==> src/rtl/uart_frame_tx.sv <==
module uart_frame_tx #(
  parameter int MAX_W = 9,
  localparam int FW = MAX_W + 4,
  localparam int CW = $clog2(FW + 1)
) (
  input  logic             clk,
  input  logic             rst_n,
  input  logic [MAX_W-1:0] word_i,
  input  logic             word_valid_i,
  output logic             word_ready_o,
  input  logic             len_hi_i,
  input  logic             len_lo_i,
  input  logic             par_en_i,
  input  logic             par_odd_i,
  input  logic [1:0]       stop_code_i,
  input  logic             bit_tick_i,
  output logic             tx_o,
  output logic             busy_o,
  output logic             cfg_err_o
);

  logic [CW-1:0] len, nbits, cnt_q;
  logic [FW-1:0] frame, sh_q;
  logic          pbit, busy_q, tx_q, accept;

  always_comb begin
    case ({len_hi_i, len_lo_i})
      2'b00:   len = CW'(8);
      2'b01:   len = CW'(9);
      2'b10:   len = CW'(7);
      default: len = '0;
    endcase
  end

  assign cfg_err_o    = (len_hi_i & len_lo_i) | stop_code_i[0];
  assign word_ready_o = !busy_q && !cfg_err_o;
  assign accept       = word_valid_i && word_ready_o;

  always_comb begin
    frame    = '1;
    frame[0] = 1'b0;
    pbit     = par_odd_i;
    for (int i = 0; i < MAX_W; i++) begin
      if (i < int'(len)) begin
        frame[1+i] = word_i[i];
        pbit       = pbit ^ word_i[i];
      end
    end
    if (par_en_i) frame[1+int'(len)] = pbit;
    nbits = CW'(2 + int'(len) + int'(par_en_i) + int'(stop_code_i[1]));
  end

  always_ff @(posedge clk) begin
    if (!rst_n) begin
      sh_q   <= '1;
      cnt_q  <= '0;
      busy_q <= 1'b0;
      tx_q   <= 1'b1;
    end else if (accept) begin
      sh_q   <= frame;
      cnt_q  <= nbits;
      busy_q <= 1'b1;
    end else if (busy_q && bit_tick_i) begin
      if (cnt_q != '0) begin
        tx_q  <= sh_q[0];
        sh_q  <= {1'b1, sh_q[FW-1:1]};
        cnt_q <= cnt_q - 1'b1;
      end else begin
        tx_q   <= 1'b1;
        busy_q <= 1'b0;
      end
    end
  end

  assign tx_o   = tx_q;
  assign busy_o = busy_q;

  a_r1_idle_high: assert property (@(posedge clk) disable iff (!rst_n)
    !busy_o |-> tx_o);
  a_r9_accept_busy: assert property (@(posedge clk) disable iff (!rst_n)
    (word_valid_i && word_ready_o) |=> busy_o);
  a_r7_err_no_start: assert property (@(posedge clk) disable iff (!rst_n)
    (cfg_err_o && !busy_o) |=> !busy_o);
  a_r2_hold_between_ticks: assert property (@(posedge clk) disable iff (!rst_n)
    (busy_o && !bit_tick_i) |=> ($stable(tx_o) && busy_o));
  a_r6_end_high: assert property (@(posedge clk) disable iff (!rst_n)
    $fell(busy_o) |-> tx_o);

endmodule

==> config.mk <==
export PLATFORM = sky130hd
export DESIGN_NAME = uart_frame_tx
export DESIGN_NICKNAME = d
export VERILOG_FILES = /design/src/rtl/uart_frame_tx.sv
export SDC_FILE = /design/constraint.sdc
export NUM_CORES = 1
export LEC_CHECK = 0
export BUFFER_PORTS_ARGS = -buffer_cell sky130_fd_sc_hd__buf_4
export CAP_MARGIN = 0
export CORE_UTILIZATION = 50
export CTS_CLUSTER_SIZE = 28
export DETAILED_ROUTE_END_ITERATION = 12
export PLACE_DENSITY = 0.75
export RECOVER_POWER = 25
export SLEW_MARGIN = 25
export SYNTH_ARGS = -nofsm -noshare
export SYNTH_HDL_FRONTEND = slang
export SYNTH_SLANG_ARGS = --single-unit
==> constraint.sdc <==
create_clock -name clk -period 6.03 [get_ports clk]
set_clock_uncertainty 0.15 [all_clocks]
set_input_delay 0.3015 -clock clk [delete_from_list [all_inputs] [get_ports clk]]
set_output_delay 0.3015 -clock clk [all_outputs]
set_load 0.02 [all_outputs]
# [Yosys cells after proc, flatten, opt, wreduce, memory -nomap -nowiden]
# Index checks and enable logic that the tools add are counted.
[word_totals] reg_bits=19 input_bits=19 word_cells=81
[op_classes] n_addsub=5 n_lt_le_gt_ge=11 eq_ne=3 muxes=33 bitwise_logic=12 n_reduce_logical=13
[op_table] operator="$mux 13" count=4
[op_table] operator="$mux 1" count=23
[op_table] operator="$lt 3x4->1 const A" count=4
[op_table] operator="$bwmux 13" count=1
[op_table] operator="$mux 4" count=3
[op_table] operator="$pmux 4 s3" count=1
[op_table] operator="$xor 1x1->1" count=9
[op_table] operator="$add 4x1->4" count=2
[op_table] operator="$lt 1x4->1 const A" count=2
[op_table] operator="$lt 2x4->1 const A" count=2
[op_table] operator="$reduce_and 2->1" count=3
[op_table] operator="$add 1x4->5 const A" count=1
[op_table] operator="$ge 5x1->1 const B" count=1
[op_table] operator="$lt 5x5->1 const B" count=1
[op_table] operator="$add 2x4->4 const A" count=1
[op_table] operator="$demux 1 s4" count=1
[op_table] operator="$logic_and 1x1->1" count=4
[op_table] operator="$lt 4x4->1 const A" count=1
[op_table] operator="$reduce_bool 2->1" count=2
[op_table] operator="$reduce_bool 4->1" count=1
[op_table] operator="$sub 4x1->4 const B" count=1
[op_table] operator="$eq 2x1->1 const B" count=1
[op_table] operator="$eq 2x2->1 const B" count=1
[op_table] operator="$logic_not 1->1" count=2
[op_table] operator="5 further kinds" count=5

# [Longest topological paths before layout]
# Gate-level depths: netlist of the first run.
[logic_depth] word_depth=23 depth_mapped=9

# [Least setup slack after synthesis of the first run]
# OpenSTA, ideal clock, no wires.
[synth_timing] path_kind="input to register" start="in len_hi_i" end="reg sh_q[11]" setup_ns=0.122 arrival_time_ns=1.890 t_required_ns=5.758 setup_slack_ns=3.869 path_stages=6 path_cell_list="ha_1 > nor3_1 > and2_1 > buf_2 > nor2_1 > a221o_1"
[synth_via] elab_cells_between_ends=47
[synth_rtl] element="start: declaration" line="11" source="input logic len_hi_i,"
[synth_rtl] element="$and 1x1->1 (*)" line="35" source="assign cfg_err_o = (len_hi_i & len_lo_i) | stop_code_i[0];"
[synth_rtl] element="$or 1x1->1 (*)" line="35"
[synth_rtl] element="$logic_not 1->1 (*)" line="36" source="assign word_ready_o = !busy_q && !cfg_err_o;"
[synth_rtl] element="$logic_and 1x1->1 (*)" line="36"
[synth_rtl] element="net word_ready_o" line="10" source="output logic word_ready_o,"
[synth_rtl] element="$logic_and 1x1->1 (*)" line="37" source="assign accept = word_valid_i && word_ready_o;"
[synth_rtl] element="$reduce_bool 2->1 (no line)"
[synth_rtl] element="$reduce_and 2->1 (no line)"
[synth_rtl] element="end signal: assignment" line="60" source="sh_q <= frame;"
[synth_rtl] element="end signal: assignment" line="66" source="sh_q <= {1'b1, sh_q[FW-1:1]};"
[synth_rtl] element="end: declaration" line="23" source="logic [FW-1:0] frame, sh_q;"
# The timed path passes the listed nets; every way through them passes the cells marked *.
# A chain may end at the register's enable or synchronous reset.

# [Worst setup path after layout of the first run]
[layout_timing] start="reg cnt_q[0]" end="reg sh_q[12]"
[layout_via] elab_chain_cells=3
[layout_rtl] element="start: declaration" line="22" source="logic [CW-1:0] len, nbits, cnt_q;"
[layout_rtl] element="start signal: assignment" line="61" source="cnt_q <= nbits;"
[layout_rtl] element="start signal: assignment" line="67" source="cnt_q <= cnt_q - 1'b1;"
[layout_rtl] element="$reduce_bool 4->1" line="64" source="if (cnt_q != '0) begin"
[layout_rtl] element="$reduce_bool 2->1 (no line)"
[layout_rtl] element="$reduce_and 2->1 (no line)"
# Every way passes these cells.

==> results of run 1 <==
-- sequential cells by signal, summed over array words and instances (netlist names) --
name and flops:
tx_o 1, busy_o 1, sh_q 13, cnt_q 4
-- worst register-to-register path, delay by kind of cell (launching register included) --
family          cells  cell delay [ps]
simple gates        3             1360
compound gates      1              360
fa+ha+maj           1              180
buf+inv             1               60
flops               1              350
-- synth_stat cells (all sizes together) (2+ instances only) --
master	instances	area, µm²
a21oi	9	45.0
a221oi	2	17.5
a311oi	2	17.5
a31o	5	43.8
and3b	2	17.5
and4	2	17.5
buf	5	25.0
clkbuf	5	18.8
dfxtp	19	380
ha	9	113
inv	12	45.0
nand2	27	101
nand4	3	18.8
nor2	11	41.3
nor3	12	60.1
o2111ai	2	17.5
o211ai	2	15.0
o21ai	9	48.8
or2	3	18.8
or3	2	12.5
xnor2	3	26.3
xnor3	3	70.1
-- power groups by stage --
stage / combinational [mW] / clock [mW] / sequential, mW
floorplan: 0.0662 / 0 / 0.140
global placement: 0.0903 / 0 / 0.140
detailed placement: 0.0938 / 0 / 0.140
CTS: 0.0942 / 0.0664 / 0.138
global route: 0.104 / 0.0720 / 0.138
finish: 0.0940 / 0.0646 / 0.137
-- metal layers --
metal,up-vias,part of all wire (%),global-route usage [%]
li1,639,-,-
met1,610,43,29.9
met2,42,51,44.9
met3,4,5.4,5.00
met4,0,0.94,4.27
met5,-,0,0
-- cell families (layout without fill, tap and decap cells) --
| kind of cell | Yosys count | after routing | synth area share, % |
|---|---|---|---|
| adders and majority gates | 10 | 10 | 9.71 |
| DFF | 19 | 19 | 27.8 |
| AOI/OAI and AO/OA | 39 | 39 | 19.9 |
| xor gates and xnor gates | 7 | 7 | 8.24 |
| buffers and inverters | 23 | 40 | 6.78 |
| muxes | 2 | 2 | 1.56 |
| and+or+nand+nor | 70 | 70 | 26.0 |
-- final cells by class --
type	count	share of cell area, %
flip-flops and latches	19	24.7
inverters	13	3.16
well taps	30	2.43
multi-input cells	128	57.6
clock buffers	4	1.70
repair buffers	23	10.5
-- worst min path at each step --
stage / cells after the start / slack (ps) / to
finish: 2 / 120 / sh_q[1]$_SDFFE_PN1P_
global route: 2 / 120 / sh_q[6]$_SDFFE_PN1P_
CTS: 2 / 120 / sh_q[1]$_SDFFE_PN1P_
detailed placement: 1 / 330 / sh_q[11]$_SDFFE_PN1P_
global placement: 1 / 330 / sh_q[11]$_SDFFE_PN1P_
floorplan: 1 / 300 / sh_q[11]$_SDFFE_PN1P_
==> results.md, run 1 <==
* Fin crit share at 42.4%
* Yosys warns at 0
* Internal power at 0.200 mW
* F_max at 0.391 GHz
* Worst Setup SP: cnt_q[0]$_SDFFE_PN0P_
* Filler cell count at 235
* Critical path type: register to register
* Pleak at 0.670 nW
* CTS sink count at 19
* Routed wire length at 3180 µm
* Initial antenna violation count at 0
* Logic pwr share at 31.8%
* Distinct cells, synth at 47
* Placed cell areas at 0.00153 mm²
* Setup slack after layout at 3470 ps
* Vias/cell at 5.97
* Routed WL per cell at 14.7 µm
* RSZ-0062 raised after global routing: false
* Clock-pin slew on the worst setup and hold paths at 110 ps
* Post-synthesis cell count at 170
* Ant. Diodes at 0
* Final HPWL DP at 2360 µm
* Fin. max-slew vios at 0
* Commonest non-fill, non-tap cell in the layout: nand2_1
* Power Total at 0.296 mW
* Area grow syn2layout at 12.9%
* R2r worst-path depth at 6
* Htree depth at 1
* Core box area at 0.00252 mm²
* #FFs+latches synth at 19
* Row cnt at 18
* Root Driver: clkbuf_4
* Power per Cell Area at 192 mW/mm²
* Slew headroom at 45.6%
* Post-Syn Area per Cell at 8.04 µm²
* Start of the worst register-to-register path: cnt_q[0]$_SDFFE_PN0P_
* Critical path peak fanout at 14
* Vias in the first global route at 1,152
* Switching power at 0.0960 mW
* Layout Utilization at 61.2%
* DRC viols at 0
* Largest stage delay, worst path at 680 ps
* CTS tree: done
* Initial Utilization at 54.2%
* Critical-path top delay cell: nor3b_1
* Sw frac at 32.4%
* Slew @ Worst Pin at 814 ps
* Min-delay worst type: input port to register
* Die Footprint at 0.00295 mm²
* Nets at 217
* Critical path's top delay family: simple AND/OR/NAND/NOR gates
* Critical Path Stages at 6
* Total CTS buffers at 3
* CP startpoint kind: register
* ANT nets after route at 0
* Hold slack at 121 ps
* Largest net degree at the start of global routing at 24
* Period minus WS final at 2560 ps
* Placed Cells at 213
* Ys flop type: dfxtp_1
* Chip width at 54.3 µm
* Layout cells sized above 1 at 17.1%
* Layout Cells excl Fill at 217
* Footprint of the multi-input gates at 888 µm²
* Clock share of power at 21.8%
* Crit path capture type: register
* Reg2reg end: sh_q[12]$_SDFFE_PN1P_
* Synthesized area at 0.00137 mm²
* R2R Setup Slk at 3470 ps
* Sequential group share of total power at 46.4%
* Starting DRT DRC Count at 35
* Die H at 54.3 µm
* Maximum vdd ir drop at 0.166 mV
* Post-synthesis net count at 199
* CP cell instances: inv_1 > ha_1 > nor3b_1 > or2_1 > nand2_1 > o32a_2
* Clock latency on the worst-skew pair at 290 ps
* Pre-CTS WS at 3410 ps
* FFs w/ async S/R, synth at 0%
* CTS Hold Bufs at 0
* I/O pin cnt at 23
* Setup TNS at 0 ps
* Max cap viols at 0
* Outcome: finished clean
* CP arrival at 2600 ps
* Post-synth EDFFs at 0
* CTS Buffer Depth at 2
* First-pass iteration count of the detailed router at 4
* HP Start: rst_n
* Critical path data required time at 6070 ps
* Port buffer count at 22
* Storage cell area at 380 µm²
* GRT Util Overall at 24.7%
* Seq/Total Area, Yosys at 27.8%
* Worst setup endpoint: sh_q[12]$_SDFFE_PN1P_
* Fin area at 0.00154 mm²
* Routed vias at 1,295
* Setup Buffers After CTS at 0
* Placer congestion estimate at 0.888
* Post-CTS sizing at 0
* Commonest cells after routing, fill and taps aside: 27 x nand2_1, 20 x buf_4, 19 x dfxtp_1
* Final Hold Viols at 0
* Buffers & Inverters on Critical Path at 1
* Setup violations, final at 0
* Overflow after GRT at 0
* First-pass GRT wire length at 5140 µm
Note: power is estimated with default switching activity, not from simulation.
==> run 2, diff against run 1 <==
--- a/config.mk
+++ b/config.mk
@@ -10,7 +10,7 @@
 export CORE_UTILIZATION = 50
 export CTS_CLUSTER_SIZE = 28
 export DETAILED_ROUTE_END_ITERATION = 12
-export PLACE_DENSITY = 0.75
+export PLACE_DENSITY = 0.78
 export RECOVER_POWER = 25
 export SLEW_MARGIN = 25
 export SYNTH_ARGS = -nofsm -noshare
==> constraint.sdc (replaced) <==
create_clock -name clk -period 2.3 [get_ports clk]
set_clock_uncertainty 0.15 [all_clocks]
set_input_delay 0.115 -clock clk [delete_from_list [all_inputs] [get_ports clk]]
set_output_delay 0.115 -clock clk [all_outputs]
set_load 0.02 [all_outputs]
==> run 2 against run 1 <==
Hold slack worse by 81 ps. Utilization is 2.7 points higher. Critical path depth is 2 higher. Critical path type unchanged. Largest cell class unchanged.
==> results.md, run 2 (synthesis results as in run 1) <==
* Storage cell area at 380 µm²
* Row cnt at 18
* Period minus WS final at 2070 ps
* First-pass GRT wire length at 5560 µm
* Max cap viols at 0
* Top Registers: sh_q (13), cnt_q (4)
* Placer congestion estimate at 0.929
* RSZ-0062 raised after global routing: false
* GRT Util Overall at 26.3%
* Crit path capture type: register
* Ant. Diodes at 0
* Root Driver: clkbuf_4
* Fin area at 0.00161 mm²
* Outcome: finished clean
* Reg2reg end: sh_q[7]$_SDFFE_PN1P_
* Layout Utilization at 63.9%
* Slew headroom at 73.6%
* Power Total at 0.782 mW
* Worst Setup SP: cnt_q[0]$_SDFFE_PN0P_
* Pleak at 0.705 nW
* Fin crit share at 89.9%
* Worst Hold Path EP: sh_q[1]$_SDFFE_PN1P_
* CP startpoint kind: register
* Start of the worst register-to-register path: cnt_q[0]$_SDFFE_PN0P_
* Overflow after GRT at 0
* DRC viols at 0
* Filler cell count at 234
* Routed vias at 1,322
* Vias in the first global route at 1,229
* ANT nets after route at 0
* Commonest non-fill, non-tap cell in the layout: nand2_1
* CTS sink count at 19
* Initial antenna violation count at 0
* Total CTS buffers at 3
* Layout cells sized above 1 at 19.0%
* Cells on Worst Hold Path at 4
* R2R Setup Slk at 230 ps
* Htree depth at 1
* Critical path peak fanout at 10
* Routed wire length at 3350 µm
* Hold slack at 40.7 ps
* F_max at 0.483 GHz
* Port buffer count at 22
* R2r worst-path depth at 8
* Die H at 54.3 µm
* Critical path data required time at 2380 ps
* Most flops, register: sh_q
* Max reg flops at 13
* Buffers & Inverters on Critical Path at 2
* Setup Buffers After CTS at 0
* CTS Hold Bufs at 3
* Nets at 225
* CTS Buffer Depth at 2
* Starting DRT DRC Count at 36
* Critical path type: register to register
* Critical path's most frequent cell: nand2_1
* Vias/cell at 5.88
* Final HPWL DP at 2550 µm
* Setup TNS at 0 ps
* Commonest cells after routing, fill and taps aside: 27 x nand2_1, 24 x buf_4, 19 x dfxtp_1
* CP arrival at 2150 ps
* Power per Cell Area at 485 mW/mm²
* Slew @ Worst Pin at 395 ps
* Setup violations, final at 0
* First-pass iteration count of the detailed router at 4
* HP Start: word_i[0]
* Largest stage delay, worst path at 380 ps
* Min-delay worst type: input port to register
* Footprint of the multi-input gates at 893 µm²
* Core box area at 0.00252 mm²
* Clock latency on the worst-skew pair at 300 ps
* Post-CTS sizing at 0
* CP cell instances: inv_1 > ha_1 > nor3b_2 > or2_1 > buf_4 > nand2_1 > a31o_1 > nand2_1
* Initial Utilization at 54.2%
* Clock-pin slew on the worst setup and hold paths at 110 ps
* CTS tree: done
* Area grow syn2layout at 17.9%
* Critical path's top delay family: simple AND/OR/NAND/NOR gates
* Die Footprint at 0.00295 mm²
* Chip width at 54.3 µm
* Fin. max-slew vios at 0
* I/O pin cnt at 23
* Placed cell areas at 0.00157 mm²
* Final Hold Viols at 0
* Largest net degree at the start of global routing at 17
* Critical-path top delay cell: nor3b_2
* Routed WL per cell at 14.9 µm
* Maximum vdd ir drop at 0.420 mV
run 2: cell count changes in the layout (fill, tap and decap cells not counted):
cell           change
clkbuf_1           +1
nor3b_1            -1
buf_4              +4
dlygate4sd3_1      +3
nor3b_2            +1
run 2: how the worst max path moves through the flow:
stage | endpoint | slack (ps) | cells past startpoint
after global placement | sh_q[11]$_SDFFE_PN1P_ | 260 | 8
after global routing | sh_q[0]$_SDFFE_PN1P_ | 20 | 8
after floorplan | sh_q[11]$_SDFFE_PN1P_ | 210 | 5
after detailed placement | sh_q[11]$_SDFFE_PN1P_ | 190 | 8
final | sh_q[7]$_SDFFE_PN1P_ | 230 | 8
after CTS | sh_q[2]$_SDFFE_PN1P_ | 220 | 7
run 2: layer usage:
metal  vias to the layer above  track usage, %  share of wire (%)  wire (µm)
met5                         -               0                  0          0
met4                         0            5.98               0.30         10
met3                         2            5.28                5.1        170
met2                        34            47.2                 50       1680
met1                       633            32.1                 44       1490
li1                        653               -                  -          -
run 2: final cells by class:
class,instances,area share [%]
Clock buffer,4,1.63
Inverter,13,3.03
Multi-Input combinational cell,128,55.4
Sequential cell,19,23.6
Tap cell,30,2.33
Timing Repair Buffer,31,14.0
run 2: per-stage QoR:
stage               instances  setup WS (ps)
finish                    225            232
global route              225           20.0
CTS                       225            221
detailed placement        218            185
global placement          218            258
floorplan                 170            211
run 2: worst register-to-register path, delay by kind of cell, from the launching register on:
family                   cells  cell delay [ps]
AND/OR/NAND/NOR              4              870
flip-flops                   1              340
buffers and inverters        2              270
AO/OA/AOI/OAI                1              200
adder cells (fa/ha/maj)      1              190
run 2: power breakdown:
part / internal, mW / switching, mW / total, mW / leakage (nW)
logic: 0.118 / 0.139 / 0.257 / 0.534
registers: 0.348 / 0.0138 / 0.362 / 0.155
clock network: 0.0675 / 0.0952 / 0.163 / 0.0150
total: 0.534 / 0.248 / 0.782 / 0.705
==> run 3, diff against run 2 <==
--- a/config.mk
+++ b/config.mk
@@ -10,6 +10,7 @@
 export CORE_UTILIZATION = 50
 export CTS_CLUSTER_SIZE = 28
 export DETAILED_ROUTE_END_ITERATION = 12
+export HOLD_SLACK_MARGIN = 0.1
 export PLACE_DENSITY = 0.78
 export RECOVER_POWER = 25
 export SLEW_MARGIN = 25
==> run 3 against run 2 <==
First-iteration DRC count grew 33%. Routed wire length grew 4.2%. Utilization grew 3.2 points. Hold slack gained 160 ps. Sequential power is essentially flat. Clock power is essentially flat. Non-clock buffer count grew 8. Register-to-register slack is essentially flat. Final cell count grew 3.6%.
==> results.md, run 3 (synthesis results as in run 1) <==
* Outcome: finished clean
* Reg2reg end: sh_q[2]$_SDFFE_PN1P_
* Placed cell areas at 0.00157 mm²
* R2R Setup Slk at 230 ps
* Htree depth at 1
* Clock latency on the worst-skew pair at 300 ps
* CTS sink count at 19
* Final HPWL DP at 2550 µm
* Start of the worst register-to-register path: cnt_q[0]$_SDFFE_PN0P_
* Worst Hold Path EP: busy_o$_SDFFE_PN0P_
* Setup TNS at 0 ps
* Chip width at 54.3 µm
* Slew headroom at 73.8%
* Final Hold Viols at 0
* Fin crit share at 90.3%
* Clock-pin slew on the worst setup and hold paths at 100 ps
* Max cap viols at 0
* GRT Util Overall at 27.1%
* R2r worst-path depth at 7
* Critical path data required time at 2330 ps
* Die Footprint at 0.00295 mm²
* CP arrival at 2110 ps
* HP Start: word_valid_i
* Core box area at 0.00252 mm²
* Filler cell count at 221
* Area grow syn2layout at 23.8%
* Cells on Worst Hold Path at 5
* First-pass iteration count of the detailed router at 4
* Power per Cell Area at 469 mW/mm²
* Port buffer count at 22
* Layout cells sized above 1 at 18.2%
* Maximum vdd ir drop at 0.430 mV
* Overflow after GRT at 0
* RSZ-0062 raised after global routing: false
* CP startpoint kind: input port
* Vias/cell at 5.90
* Ant. Diodes at 0
* Commonest non-fill, non-tap cell in the layout: nand2_1
* Max reg flops at 13
* Vias in the first global route at 1,276
* Routed vias at 1,375
* Layout Cells excl Fill at 233
* Commonest cells after routing, fill and taps aside: 27 x nand2_1, 24 x buf_4, 19 x dfxtp_1
* Routed wire length at 3490 µm
* Fin. max-slew vios at 0
* Setup violations, final at 0
* Initial Utilization at 54.2%
* Placer congestion estimate at 0.929
* Total CTS buffers at 3
* ANT nets after route at 0
* Die H at 54.3 µm
* Placed Cells at 218
* Row cnt at 18
* Most flops, register: sh_q
* Crit path capture type: register
* Pleak at 0.738 nW
* CTS Buffer Depth at 2
* Starting DRT DRC Count at 48
* Min-delay worst type: input port to register
* I/O pin cnt at 23
* F_max at 0.481 GHz
* Nets at 233
* Fin area at 0.00169 mm²
* Largest net degree at the start of global routing at 17
* Period minus WS final at 2080 ps
* Critical path peak fanout at 3
* Routed WL per cell at 15.0 µm
* Slew @ Worst Pin at 391 ps
* Critical path type: input port to register
* Initial antenna violation count at 0
* Post-CTS sizing at 0
* DRC viols at 0
* Top Registers: sh_q (13), cnt_q (4)
* Root Driver: clkbuf_4
* First-pass GRT wire length at 5730 µm
* CTS tree: done
run 3: repair_timing:
item	in CTS	in global routing
buffers inserted	0	0
hold endpoints to repair	14	1
hold buffers	10	1
run 3: per-layer routing:
metal / vias up / wire length (µm) / GRT usage (%)
met5: - / 0 / 0
met4: 0 / 33 / 5.98
met3: 7 / 159 / 5.28
met2: 43 / 1760 / 48.6
met1: 654 / 1540 / 33.3
li1: 671 / - / -
run 3: how the worst max path moves through the flow:
stage	from	end
2_1_floorplan	busy_o$_SDFFE_PN0P_	sh_q[11]$_SDFFE_PN1P_
3_3_place_gp	len_hi_i	sh_q[11]$_SDFFE_PN1P_
3_5_place_dp	len_hi_i	sh_q[11]$_SDFFE_PN1P_
4_1_cts	cnt_q[0]$_SDFFE_PN0P_	sh_q[2]$_SDFFE_PN1P_
5_1_grt	cnt_q[0]$_SDFFE_PN0P_	sh_q[0]$_SDFFE_PN1P_
6_report	word_i[5]	sh_q[11]$_SDFFE_PN1P_
run 3: power by group:
part	switching, mW	internal [mW]	total (mW)
clock	0.0944	0.0675	0.162
combinational	0.143	0.127	0.270
sequential	0.0138	0.348	0.362
total	0.251	0.543	0.794
run 3: layout make-up:
| cell class | count | area, µm² | share of cell area [%] |
|---|---|---|---|
| Multi-Input combinational cell | 128 | 893 | 52.8 |
| Sequential cell | 19 | 380 | 22.5 |
| Timing Repair Buffer | 39 | 305 | 18.0 |
| Inverter | 13 | 48.8 | 2.88 |
| Tap cell | 30 | 37.5 | 2.22 |
| Clock buffer | 4 | 26.3 | 1.55 |
run 3: stage by stage:
step | setup slack [ps] | power (mW) | util, % | hold WS, ps
4_1_cts | 221 | 0.796 | 67.3 | 104
2_1_floorplan | 211 | 0.541 | - | 116
5_1_grt | 20.0 | 0.842 | 67.1 | 229
6_report | 222 | 0.794 | 67.1 | 199
3_3_place_gp | 258 | 0.611 | 62.3 | 238
3_5_place_dp | 185 | 0.623 | 62.3 | 244
run 3: worst max-delay path: stages:
cell           delay (ps)
dlygate4sd3_1         540
buf_4                 140
xnor2_1               170
xnor3_2               490
xor2_2                210
nand3b_1              140
a221o_1               300
